<file path="src/rtl/idxp_pkg.sv">
`timescale 1ns/1ps
package idxp_pkg;
  localparam logic [7:0] IDX_CTRL   = 8'h00;
  localparam logic [7:0] IDX_PEEK   = 8'hF0;
  localparam logic [7:0] IDX_POP    = 8'hF2;
  localparam logic [7:0] IDX_PTR_LO = 8'hF4;
  localparam logic [7:0] IDX_PTR_HI = 8'hF5;

  typedef struct packed {
    logic wr_idx;
    logic wr_dat;
    logic rd_idx;
    logic rd_dat;
  } bus_acc_t;
endpackage

</file>
<file path="src/rtl/idxp_rst_sync.sv">
`timescale 1ns/1ps
module idxp_rst_sync (
  input  logic clk,
  input  logic rst_n,
  output logic rst_sync_n
);
  logic [1:0] sync_q;

  always_ff @(posedge clk or negedge rst_n) begin
    if (!rst_n) sync_q <= 2'b00;
    else        sync_q <= {sync_q[0], 1'b1};
  end

  assign rst_sync_n = sync_q[1];
endmodule

</file>
<file path="src/rtl/idxp_host_decode.sv">
`timescale 1ns/1ps
module idxp_host_decode
  import idxp_pkg::*;
(
  input  logic       clk,
  input  logic       rst_n,
  input  logic       cs_n,
  input  logic       cmd,
  input  logic       rd_n,
  input  logic       wr_n,
  input  logic [7:0] wdata,
  output bus_acc_t   acc,
  output logic [7:0] index
);
  logic       wr_any, rd_any;
  logic [7:0] index_d;

  assign wr_any = !cs_n && !wr_n;
  assign rd_any = !cs_n && !rd_n && wr_n;

  always_comb begin
    acc.wr_idx = wr_any && !cmd;
    acc.wr_dat = wr_any &&  cmd;
    acc.rd_idx = rd_any && !cmd;
    acc.rd_dat = rd_any &&  cmd;
  end

  always_comb begin
    index_d = index;
    if (acc.wr_idx) index_d = wdata;
  end

  always_ff @(posedge clk or negedge rst_n) begin
    if (!rst_n) index <= 8'h00;
    else        index <= index_d;
  end

  AST_IDX_LOADS: assert property (@(posedge clk) disable iff (!rst_n)
    acc.wr_idx |=> index == $past(wdata));
  AST_ACC_EXCL: assert property (@(posedge clk) disable iff (!rst_n)
    $onehot0({acc.wr_idx, acc.wr_dat, acc.rd_idx, acc.rd_dat}));
endmodule

</file>
<file path="src/rtl/idxp_reg_file.sv">
`timescale 1ns/1ps
module idxp_reg_file
  import idxp_pkg::*;
#(
  parameter int NUM_SCRATCH  = 4,
  parameter int SWRST_CYCLES = 2500
) (
  input  logic       clk,
  input  logic       rst_n,
  input  logic       strap_wide,
  input  logic       wr_en,
  input  logic [7:0] index,
  input  logic [7:0] wdata,
  output logic       wide,
  output logic       busy,
  output logic [7:0] rdata
);
  localparam int CW = $clog2(SWRST_CYCLES + 1);

  logic          mode_done_q, wide_q, wide_d;
  logic          busy_q, busy_d, start;
  logic [CW-1:0] cnt_q, cnt_d;
  logic [6:0]    ctrl_hi_q, ctrl_hi_d;
  logic [7:0]    scr_q [NUM_SCRATCH];
  logic [7:0]    scr_d [NUM_SCRATCH];

  assign start = wr_en && !busy_q && (index == IDX_CTRL) && wdata[0];
  assign wide_d = mode_done_q ? wide_q : strap_wide;

  always_comb begin
    busy_d = busy_q;
    cnt_d  = cnt_q;
    if (busy_q) begin
      if (cnt_q == '0) busy_d = 1'b0;
      else             cnt_d  = cnt_q - 1'b1;
    end else if (start) begin
      busy_d = 1'b1;
      cnt_d  = CW'(SWRST_CYCLES - 1);
    end
  end

  always_comb begin
    ctrl_hi_d = ctrl_hi_q;
    if (busy_q || start)                             ctrl_hi_d = '0;
    else if (wr_en && index == IDX_CTRL)             ctrl_hi_d = wdata[7:1];
    for (int i = 0; i < NUM_SCRATCH; i++) begin
      scr_d[i] = scr_q[i];
      if (busy_q || start)                           scr_d[i] = '0;
      else if (wr_en && index == 8'(i + 1))          scr_d[i] = wdata;
    end
  end

  always_ff @(posedge clk or negedge rst_n) begin
    if (!rst_n) begin
      mode_done_q <= 1'b0;
      wide_q      <= 1'b0;
      busy_q      <= 1'b0;
      cnt_q       <= '0;
      ctrl_hi_q   <= '0;
      for (int i = 0; i < NUM_SCRATCH; i++) scr_q[i] <= '0;
    end else begin
      mode_done_q <= 1'b1;
      wide_q      <= wide_d;
      busy_q      <= busy_d;
      cnt_q       <= cnt_d;
      ctrl_hi_q   <= ctrl_hi_d;
      for (int i = 0; i < NUM_SCRATCH; i++) scr_q[i] <= scr_d[i];
    end
  end

  always_comb begin
    rdata = '0;
    if (index == IDX_CTRL) rdata = {ctrl_hi_q, busy_q};
    for (int i = 0; i < NUM_SCRATCH; i++)
      if (index == 8'(i + 1)) rdata = scr_q[i];
  end

  assign wide = wide_q;
  assign busy = busy_q;

  AST_MODE_FROZEN: assert property (@(posedge clk) disable iff (!rst_n)
    mode_done_q |=> $stable(wide_q));
  AST_SWRST_STAYS: assert property (@(posedge clk) disable iff (!rst_n)
    (busy_q && cnt_q != '0) |=> busy_q);
  AST_SWRST_ENDS: assert property (@(posedge clk) disable iff (!rst_n)
    (busy_q && cnt_q == '0) |=> !busy_q);
endmodule

</file>
<file path="src/rtl/idxp_rd_ptr.sv">
`timescale 1ns/1ps
module idxp_rd_ptr #(
  parameter int AW        = 14,
  parameter int RING_BASE = 'h0C00,
  parameter int RING_END  = 'h3FFF
) (
  input  logic          clk,
  input  logic          rst_n,
  input  logic          clr,
  input  logic          wide,
  input  logic          ld_lo,
  input  logic          ld_hi,
  input  logic [7:0]    ld_data,
  input  logic          peek,
  input  logic          pop,
  output logic [AW-1:0] ptr,
  output logic [AW-1:0] addr_next
);
  localparam logic [AW:0]   END_W  = (AW+1)'(RING_END);
  localparam logic [AW:0]   SPAN_W = (AW+1)'(RING_END - RING_BASE + 1);
  localparam logic [AW-1:0] BASE_A = AW'(RING_BASE);
  localparam logic [AW-1:0] END_A  = AW'(RING_END);

  logic [AW-1:0] ptr_q, ptr_d;
  logic [AW:0]   sum_step, sum_one, adv, nxt1;
  logic [15:0]   hi_full;
  logic          unused_bits;

  assign sum_step = {1'b0, ptr_q} + (wide ? (AW+1)'(2) : (AW+1)'(1));
  assign sum_one  = {1'b0, ptr_q} + (AW+1)'(1);
  assign adv      = (sum_step > END_W) ? sum_step - SPAN_W : sum_step;
  assign nxt1     = (sum_one  > END_W) ? sum_one  - SPAN_W : sum_one;
  assign hi_full  = {ld_data, 8'(ptr_q)};
  assign unused_bits = ^hi_full ^ adv[AW] ^ nxt1[AW];

  always_comb begin
    ptr_d = ptr_q;
    if (clr)        ptr_d = BASE_A;
    else if (ld_lo) ptr_d = {ptr_q[AW-1:8], ld_data};
    else if (ld_hi) ptr_d = hi_full[AW-1:0];
    else if (pop)   ptr_d = adv[AW-1:0];
  end

  always_ff @(posedge clk or negedge rst_n) begin
    if (!rst_n) ptr_q <= BASE_A;
    else        ptr_q <= ptr_d;
  end

  assign ptr       = ptr_q;
  assign addr_next = nxt1[AW-1:0];

  AST_PEEK_STILL: assert property (@(posedge clk) disable iff (!rst_n)
    (peek && !clr) |=> $stable(ptr_q));
  AST_POP_STEP: assert property (@(posedge clk) disable iff (!rst_n)
    (pop && !clr && !wide && ptr_q < END_A) |=> ptr_q == $past(ptr_q) + 1'b1);
  AST_RING_KEEP: assert property (@(posedge clk) disable iff (!rst_n)
    (pop && !clr && ptr_q >= BASE_A && ptr_q <= END_A)
      |=> (ptr_q >= BASE_A && ptr_q <= END_A));
  AST_CLR_BASE: assert property (@(posedge clk) disable iff (!rst_n)
    clr |=> ptr_q == BASE_A);
endmodule

</file>
<file path="src/rtl/idx_host_port.sv">
`timescale 1ns/1ps
module idx_host_port
  import idxp_pkg::*;
#(
  parameter int AW           = 14,
  parameter int RING_BASE    = 'h0C00,
  parameter int RING_END     = 'h3FFF,
  parameter int NUM_SCRATCH  = 4,
  parameter int SWRST_CYCLES = 2500
) (
  input  logic          clk,
  input  logic          rst_n,
  input  logic          strap_wide,
  input  logic          cs_n,
  input  logic          cmd,
  input  logic          rd_n,
  input  logic          wr_n,
  input  logic [7:0]    wdata,
  output logic [15:0]   rdata,
  output logic [AW-1:0] mem_addr_lo,
  output logic [AW-1:0] mem_addr_hi,
  input  logic [7:0]    mem_rd_lo,
  input  logic [7:0]    mem_rd_hi
);
  logic          rst_i_n;
  bus_acc_t      acc;
  logic [7:0]    index, rf_rdata;
  logic          wide, busy, reg_wr;
  logic          ld_lo, ld_hi, peek, pop;
  logic [AW-1:0] ptr;
  logic [15:0]   ptr_ext, data_word;

  idxp_rst_sync u_rst (.clk(clk), .rst_n(rst_n), .rst_sync_n(rst_i_n));

  idxp_host_decode u_dec (
    .clk(clk), .rst_n(rst_i_n), .cs_n(cs_n), .cmd(cmd), .rd_n(rd_n),
    .wr_n(wr_n), .wdata(wdata), .acc(acc), .index(index)
  );

  assign reg_wr = acc.wr_dat;

  idxp_reg_file #(.NUM_SCRATCH(NUM_SCRATCH), .SWRST_CYCLES(SWRST_CYCLES)) u_rf (
    .clk(clk), .rst_n(rst_i_n), .strap_wide(strap_wide), .wr_en(reg_wr),
    .index(index), .wdata(wdata), .wide(wide), .busy(busy), .rdata(rf_rdata)
  );

  assign ld_lo = acc.wr_dat && !busy && index == IDX_PTR_LO;
  assign ld_hi = acc.wr_dat && !busy && index == IDX_PTR_HI;
  assign peek  = acc.rd_dat && index == IDX_PEEK;
  assign pop   = acc.rd_dat && !busy && index == IDX_POP;

  idxp_rd_ptr #(.AW(AW), .RING_BASE(RING_BASE), .RING_END(RING_END)) u_ptr (
    .clk(clk), .rst_n(rst_i_n), .clr(busy), .wide(wide), .ld_lo(ld_lo),
    .ld_hi(ld_hi), .ld_data(wdata), .peek(peek), .pop(pop), .ptr(ptr),
    .addr_next(mem_addr_hi)
  );

  assign mem_addr_lo = ptr;
  assign ptr_ext     = 16'(ptr);
  assign data_word   = wide ? {mem_rd_hi, mem_rd_lo} : {8'h00, mem_rd_lo};

  always_comb begin
    rdata = 16'h0000;
    if (acc.rd_idx) begin
      rdata = {8'h00, index};
    end else if (acc.rd_dat) begin
      case (index)
        IDX_PEEK, IDX_POP: rdata = data_word;
        IDX_PTR_LO:        rdata = {8'h00, ptr_ext[7:0]};
        IDX_PTR_HI:        rdata = {8'h00, ptr_ext[15:8]};
        default:           rdata = {8'h00, rf_rdata};
      endcase
    end
  end

  AST_IDLE_QUIET: assert property (@(posedge clk) disable iff (!rst_i_n)
    (cs_n || rd_n) |-> rdata == 16'h0000);
  AST_NARROW_UPPER: assert property (@(posedge clk) disable iff (!rst_i_n)
    !wide |-> rdata[15:8] == 8'h00);
endmodule

</file>
<file path="config.mk">
export PLATFORM = sky130hd
export DESIGN_NAME = idx_host_port
export DESIGN_NICKNAME = d
export VERILOG_FILES = /design/src/rtl/idxp_pkg.sv /design/src/rtl/idxp_rst_sync.sv /design/src/rtl/idxp_host_decode.sv /design/src/rtl/idxp_reg_file.sv /design/src/rtl/idxp_rd_ptr.sv /design/src/rtl/idx_host_port.sv
export SDC_FILE = /design/constraint.sdc
export NUM_CORES = 1
export LEC_CHECK = 0
export ABC_CLOCK_PERIOD_IN_PS = 5400
export BUFFER_PORTS_ARGS = -buffer_cell sky130_fd_sc_hd__buf_2
export CAP_MARGIN = 20
export CORE_MARGIN = 1
export CORE_UTILIZATION = 55
export DETAILED_ROUTE_END_ITERATION = 8
export PLACE_DENSITY = 0.81
export SKIP_CTS_REPAIR_TIMING = 1
export SLEW_MARGIN = 10
export SYNTH_ARGS = -nofsm -noshare
export SYNTH_HDL_FRONTEND = slang
export SYNTH_HIERARCHICAL = 1
export SYNTH_SLANG_ARGS = --single-unit
</file>
<file path="constraint.sdc">
create_clock -name clk -period 5.4 [get_ports clk]
set_clock_uncertainty 0.15 [all_clocks]
set_input_delay 1.35 -clock clk [delete_from_list [all_inputs] [get_ports clk]]
set_output_delay 1.35 -clock clk [all_outputs]
set_load 0.02 [all_outputs]
</file>
# After elaboration in Yosys (flattened, before gate mapping)

Index checks and enable logic that the tools add are counted.

Output and inout bits: 44
Bits in registers: 78

$lt $le $gt $ge: 2
$add $sub $neg: 5
Reductions and logical operators: 39
Equal/unequal tests: 11
Muxes and demuxes: 32

Operators with widths:

| kind                                                   | count |
|---|---|
| two-way mux 8 bit                                      | 13 |
| two-way mux 14 bit                                     | 6 |
| two-way mux 16 bit                                     | 3 |
| case mux 16 bit (3 select lines)                       | 1 |
| two-way mux 12 bit                                     | 3 |
| == test 8 bit (second input constant)                  | 4 |
| > comparator 15 x 14 -> 1 bit (second input constant)  | 2 |
| subtractor 14 bit (second input constant)              | 2 |
| logical AND 1 bit                                      | 19 |
| == test 8 x 2 -> 1 bit (second input constant)         | 2 |
| adder 14 x 1 -> 15 bit (second input constant)         | 1 |
| adder 14 x 2 -> 15 bit                                 | 1 |
| two-way mux 7 bit                                      | 2 |
| logical NOT 12 bit                                     | 1 |
| nonzero test 2 bit                                     | 6 |
| subtractor 12 x 1 -> 12 bit (second input constant)    | 1 |
| == test 8 x 1 -> 1 bit (second input constant)         | 1 |
| == test 8 x 3 -> 1 bit (second input constant)         | 1 |
| logical NOT 8 bit                                      | 1 |
| AND reduction 2 bit                                    | 3 |
| nonzero test 3 bit                                     | 2 |
| logical NOT 1 bit                                      | 5 |
| two-way mux 1 bit                                      | 3 |
| inequality test 3 x 2 -> 1 bit (second input constant) | 1 |
| 5 further kinds                                        | 5 |

# Logic depth before layout (Yosys ltp)

Gate-level depths: netlist (run 1).

Depth in word-level cells: 10
Mapped depth: 13
Gate-level depth less buffers: 13

# Cells and area by module

Netlist (run 1), hierarchy kept.

Modules (own cells, without submodules):

| module           | times used | cells an instance | area an instance (um2) |
|---|---|---|---|
| idxp_reg_file    | 1          | 262               | 2780.2 |
| idxp_rd_ptr      | 1          | 210               | 1626.6 |
| idx_host_port    | 1          | 74                | 514.2 |
| idxp_host_decode | 1          | 20                | 335.3 |
| idxp_rst_sync    | 1          | 3                 | 53.8 |

# Least setup slack after synthesis (run 1)

OpenSTA, ideal clock, no wires.

Path kind: reg2out
From: reg u_ptr.ptr_q[1], in the netlist u_ptr/ptr[1]
To: out mem_addr_hi[11]
Stages on the path, launching flop included: 11
Setup slack: 1396 ps
Data arrival time: 2504 ps
Cell sequence: dfrtp_1 ha_1 clkbuf_1 nand3_1 xor2_1 inv_1 ha_1 a21oi_1 nand4_1 nor4_2 a31oi_1

Longest elaborated chain between the ends: 3
Elaborated cells between the ends (all ways): 4
Those cells by class: 2 x add/sub; 1 x order compare; 1 x mux

RTL lines:

| what                                                                      | RTL line            | source |
|---|---|---|
| start, declared                                                           | idxp_rd_ptr.sv:24   | `logic [AW-1:0] ptr_q, ptr_d;` |
| start signal, assigned                                                    | idxp_rd_ptr.sv:46   | `else ptr_q <= ptr_d;` |
| adder 14 x 1 -> 15 bit *                                                  | idxp_rd_ptr.sv:30   | `assign sum_one = {1'b0, ptr_q} + (AW+1)'(1);` |
| subtractor 14 bit / > comparator 15 x 14 -> 1 bit (equally long branches) | idxp_rd_ptr.sv:32   | `assign nxt1 = (sum_one > END_W) ? sum_one - SPAN_W : sum_one;` |
| two-way mux 14 bit *                                                      | idxp_rd_ptr.sv:32   |  |
| end, declared                                                             | idx_host_port.sv:21 | `output logic [AW-1:0] mem_addr_hi,` |

Every way passes the cells marked *; elsewhere a longest branch is shown, timed or not.

# Worst setup path in the final report (run 1)

From: reg u_dec.index[7]
To: out rdata[5]

Longest elaborated chain between the ends: 9
Elaborated cells between the ends (all ways): 18
Those cells by class: 8 x eq/ne; 8 x mux; 2 x reduce/logical

RTL lines:

| what                               | RTL line               | source |
|---|---|---|
| start, declared                    | idxp_host_decode.sv:13 | `output logic [7:0] index` |
| start signal, assigned             | idxp_host_decode.sv:35 | `else index <= index_d;` |
| logical NOT 8 bit                  | idxp_reg_file.sv:73    | `if (index == IDX_CTRL) rdata = {ctrl_hi_q, busy_q};` |
| two-way mux 8 bit                  | idxp_reg_file.sv:73    |  |
| two-way mux 8 bit (3 in a row)     | idxp_reg_file.sv:75    | `if (index == 8'(i + 1)) rdata = scr_q[i];` |
| two-way mux 8 bit *                | idxp_reg_file.sv:75    |  |
| net rf_rdata[5]                    | idx_host_port.sv:27    | `logic [7:0] index, rf_rdata;` |
| case mux 16 bit (3 select lines) * | idx_host_port.sv:67    | `case (index)` |
| two-way mux 16 bit *               | idx_host_port.sv:66    | `end else if (acc.rd_dat) begin` |
| two-way mux 16 bit *               | idx_host_port.sv:64    | `if (acc.rd_idx) begin` |
| end, declared                      | idx_host_port.sv:19    | `output logic [15:0] rdata,` |

Mark *: on every way through the listed nets, which the timed path passes. The rest lies on a longest branch.

==> run metrics, run 1 <==
Max H-tree Level=3; Reg area=just under 0.002 mm²; total chip power=between 1 and 1.5 mW; Setup crit start kind=flip-flop; final hold violations=0; Clock Latency Late Sink=between 300 and 400 ps; DR WL/cell=~19 µm; Met2 Routed Length=6.87 mm; # IOs=75; FILL cells=roughly 770; Hold/Removal Path Class=reg2async; WS Path Type=reg2out; Buf+Inv Stages, Crit Path=1; WL final=roughly 15 mm; Pwr Density=around 220 mW/mm²; antenna-violating nets left=0; total clock sinks=between 70 and 80; Least-Margin Pin Slew=about 1000 ps; CTS tree=built; relative max-transition margin=34.2%; Area Growth Syn to Fin=11.7%; period utilisation layout=slightly below 90%; peak supply drop=~0.13 mV; Critical Path Stages=8; final core occ=63.8%; Bufs on Longest Clock Path=2; Required @ worst endpoint=between 3000 and 4000 ps; Metal-1 WL=about 6.0 mm; Via density=6.33; CP delay by family, top=simple AND/OR/NAND/NOR gates; final instance area=just under 0.006 mm²; total grt overflow=0; outcome=complete, no violations; synthesized area per cell=a little over 9 µm²; crit path capture=rdata[5]; largest net degree at the start of global routing=44; RR Endpoint=u_ptr/ptr[13]; Post-Syn Area=about 0.0053 mm²; Synthesized Nets=610; post-layout net count=roughly 670; PnR worst setup slack=around 630 ps; setup slack at placement=about 1200 ps; maximum clock rate=210 MHz; CP peak stage delay=roughly 750 ps; drt pass-1 iters=5; crit path from=u_dec/index[7]; Worst-path clk slew=80 ps; CP cell instances=nor4_2 > nor3b_4 > nand2_4 > nor2_1 > a22o_1 > nor2_1 > o31ai_1 > buf_2; clock root buffer=clkbuf_8; # setup viols final=0; Max FO, Critical Path=18; Core Area=roughly 0.0093 mm²; # port buffers=74; DR iter-0 viols=between 400 and 500; top layer in use=met4; Initial Util=57.1%; DP HPWL=10.2 mm; Vias=about 4800; gpl congestion=0.932; CP Capture Type=primary output; Final Max Slew Viols=0; first-pass GRT wire length=23.0 mm; r2r setup slk=1440 ps; DRC violations left=0; Antenna diodes=0; CP Data Arrival Time=about 3300 ps; Placed Instance Area=approximately 0.0057 mm²; RSZ-0062 raised after global routing=no; initial antenna violation count=0; number of global-route vias before repair=~4400; Die Span X=roughly 100 µm; Worst R2R Path Depth=13; final setup TNS=0 ps; area taken by multi-input logic gates=just over 0.003 mm²; cell repeated most along the worst path=nor2_1; DIE AREA=0.0100 mm²; Final Critical Period=4770 ps; Max Cap Viol=0; worst reg2reg startpoint=u_rf/wide; Cells after Synth=568; clock buffer count from CTS=9; layout cells sized above 1=22.2%; row cnt=35; slowest CP cell=nor3b_4; WL met3=between 1 and 1.5 mm; Ys Warns=6; Total GRT Usage=29.7%; Die Height=approximately 100 µm; Leak=between 2 and 3 nW
## cells in the final DEF (no fill, tap or decap), drive strengths merged, types with 9 or more instances in the layout
cell    instances
nor3           13
mux2            9
nand4b         10
o21ai          27
inv            23
dfrtp          76
buf            81
nor2           66
mux2i          35
and2           13
clkbuf         11
a21oi          26
nor4           14
a22o           14
nand2          47
ha             10
nand4           9
xnor2          14
nand3          12
## routing by layer
metal | GRT usage [%] | up-vias
li1 | - | 2198
met1 | 40.7 | 2340
met2 | 46.2 | 243
met3 | 7.31 | 39
met4 | 10.3 | 0
met5 | 0 | -
## layout make-up
cell class | instances | area share (%)
Multi-Input combinational cell | 435 | 51.6
Inverter | 22 | 1.39
Sequential cell | 78 | 33.0
Clock inverter | 5 | 1.37
Timing Repair Buffer | 81 | 7.48
Clock buffer | 11 | 2.39
Tap cell | 129 | 2.72
## where the power goes
group          internal, mW  leakage [nW]  switching, mW
logic                0.0589          1.38         0.0805
clock network         0.274         0.110          0.221
registers             0.596          1.01         0.0468
total                 0.929          2.50          0.348
## registers in the layout, summed over array words and instances (netlist names)
register and flops:
u_rf/scr_q 32, u_ptr/ptr 14, u_rf/cnt_q 12, u_dec/index 8, u_rf/ctrl_hi_q 7, u_rst/sync_q 2
u_rf/busy 1, u_rf/mode_done_q 1, u_rf/wide 1
## how the worst min path moves through the flow
| stage | startpoint | end | cells after the start |
|---|---|---|---|
| after floorplan | u_rst/sync_q[0] | u_rst/sync_q[1] | 0 |
| after global placement | u_rst/sync_q[0] | u_rst/sync_q[1] | 0 |
| after detailed placement | u_rst/sync_q[0] | u_rst/sync_q[1] | 0 |
| after CTS | u_rst/sync_q[0] | u_rst/sync_q[1] | 0 |
| after global routing | u_rst/sync_q[0] | u_rst/sync_q[1] | 0 |
| final | u_rst/sync_q[1] | u_ptr/ptr[13] | 0 |
## metrics by stage
stage | instances | hold WS (ps)
2_1_floorplan | 568 | 181
3_3_place_gp | 744 | 187
3_5_place_dp | 744 | 201
4_1_cts | 760 | 220
5_1_grt | 761 | 220
6_report | 761 | 202
Note: power is estimated with default switching activity, not from simulation.
==> run 2, diff against run 1 <==
ABC_AREA = 1   (was default)
==> run metrics, run 2 <==
post-layout net count=948; RR Endpoint=u_ptr/ptr[12]; CP Data Arrival Time=approximately 2800 ps; clock root buffer=clkbuf_8; relative max-transition margin=between 40% and 50%; Via density=between 5 and 6; layout cells sized above 1=18.6%; Area Growth Syn to Fin=11.9%; # port buffers=between 70 and 80; initial antenna violation count=0; Total GRT Usage=29.7%; Placed Instances=about 1000; flip-flop count of the largest register after layout=32; Final Critical Period=roughly 4300 ps; Setup crit start kind=input pin; gpl congestion=0.929; worst reg2reg startpoint=u_rf/wide; first-pass GRT wire length=~26 mm; synthesized area per cell=6.86 µm²; largest reg by FF count=u_rf/scr_q; peak supply drop=roughly 0.16 mV; total grt overflow=0; DRC violations left=0; final hold violations=0; DIE AREA=0.0108 mm²; outcome=complete, no violations; Max H-tree Level=3; Die Span X=just over 100 µm; CTS tree=built; Initial Util=a little under three fifths; Ys Warns=6; maximum clock rate=~230 MHz; Max Cap Viol=0; WL met3=around 1.1 mm; clock buffer count from CTS=9; hold slack final=roughly 70 ps; number of global-route vias before repair=~5200; Met2 Routed Length=between 6 and 7 mm; RSZ-0062 raised after global routing=no; Worst R2R Path Depth=21; WL final=~15 mm; row cnt=36; final setup TNS=0 ps; Clock Latency Late Sink=350 ps; Pwr Density=~190 mW/mm²; top layer in use=met4; Least-Margin Pin Slew=between 700 and 800 ps; Hold/Removal Path Class=reg2async; Synthesized Nets=roughly 870; Max FO, Critical Path=9; Leak=~3.4 nW; antenna-violating nets left=0; drt pass-1 iters=6; Antenna diodes=0; fin cells=between 1000 and 1500; Final Max Slew Viols=0; largest net degree at the start of global routing=77; most frequent cells in the layout=nand2_1, nand3_1, dfrtp_1; Required @ worst endpoint=around 3900 ps; r2r setup slk=2200 ps; DP HPWL=approximately 11 mm; most common cell after layout, fill and taps aside=nand2_1; # IOs=75; Post-Syn Area=between 0.005 and 0.006 mm²; # setup viols final=0; WS Path Type=in2out; CP Capture Type=primary output; period utilisation layout=around four fifths; DR WL/cell=around 15 µm; Metal-1 WL=6.95 mm; Worst-path clk slew=about 80 ps; Cells after Synth=roughly 830; DR iter-0 viols=~490; Die Height=approximately 100 µm; total clock sinks=~80; Core Area=0.00991 mm²; Bufs on Longest Clock Path=2; Vias=~5600
run 2: layer usage:
| layer | vias up | GRT usage, % |
|---|---|---|
| met4 | 0 | 10.3 |
| met1 | 2555 | 41.5 |
| met2 | 231 | 47.2 |
| met3 | 29 | 4.09 |
| met5 | - | 0 |
| li1 | 2808 | - |
run 2: worst max path at each step:
| stage | from | endpoint | slack, ps | cells after the start |
|---|---|---|---|---|
| floorplan | cmd | rdata[10] | 1370 | 7 |
| global placement | cs_n | rdata[5] | 1150 | 10 |
| detailed placement | cs_n | rdata[2] | 1100 | 10 |
| CTS | cs_n | rdata[2] | 1100 | 10 |
| global route | u_ptr/ptr[1] | mem_addr_hi[10] | 830 | 15 |
| finish | cs_n | rdata[2] | 1080 | 10 |
run 2: worst max-delay path: stages:
cell and delay [ps]:
buf_2 130, nor2_1 110, nand2_1 90, nor2_1 420, nor2_1 140, inv_1 220
a21oi_1 60, nand2_1 60, nand2_1 50, buf_2 160
run 2: area by class of cell:
cell class                      instances  area (µm²)
Fill cell                             917        3530
Multi-Input combinational cell        661        3360
Sequential cell                        78        1960
Timing Repair Buffer                   75         398
Inverter                               81         309
Tap cell                              133         166
Clock buffer                           10         128
Clock inverter                          6        68.8
run 2: metrics by stage:
stage	power, mW	utilization (%)	area, µm²	worst slack [ps]
floorplan	0.716	-	5700	1370
global placement	0.759	62.2	6160	1150
detailed placement	0.761	62.2	6160	1100
CTS	1.20	64.1	6360	1100
global route	1.24	64.4	6380	828
finish	1.20	64.4	6380	1080
run 2: power breakdown:
group | leakage, nW | total (mW) | internal, mW | switching, mW
Clock | 0.0973 | 0.443 | 0.217 | 0.226
Sequential | 1.03 | 0.621 | 0.595 | 0.0264
Combinational | 2.22 | 0.131 | 0.0383 | 0.0929
Total | 3.35 | 1.20 | 0.850 | 0.345
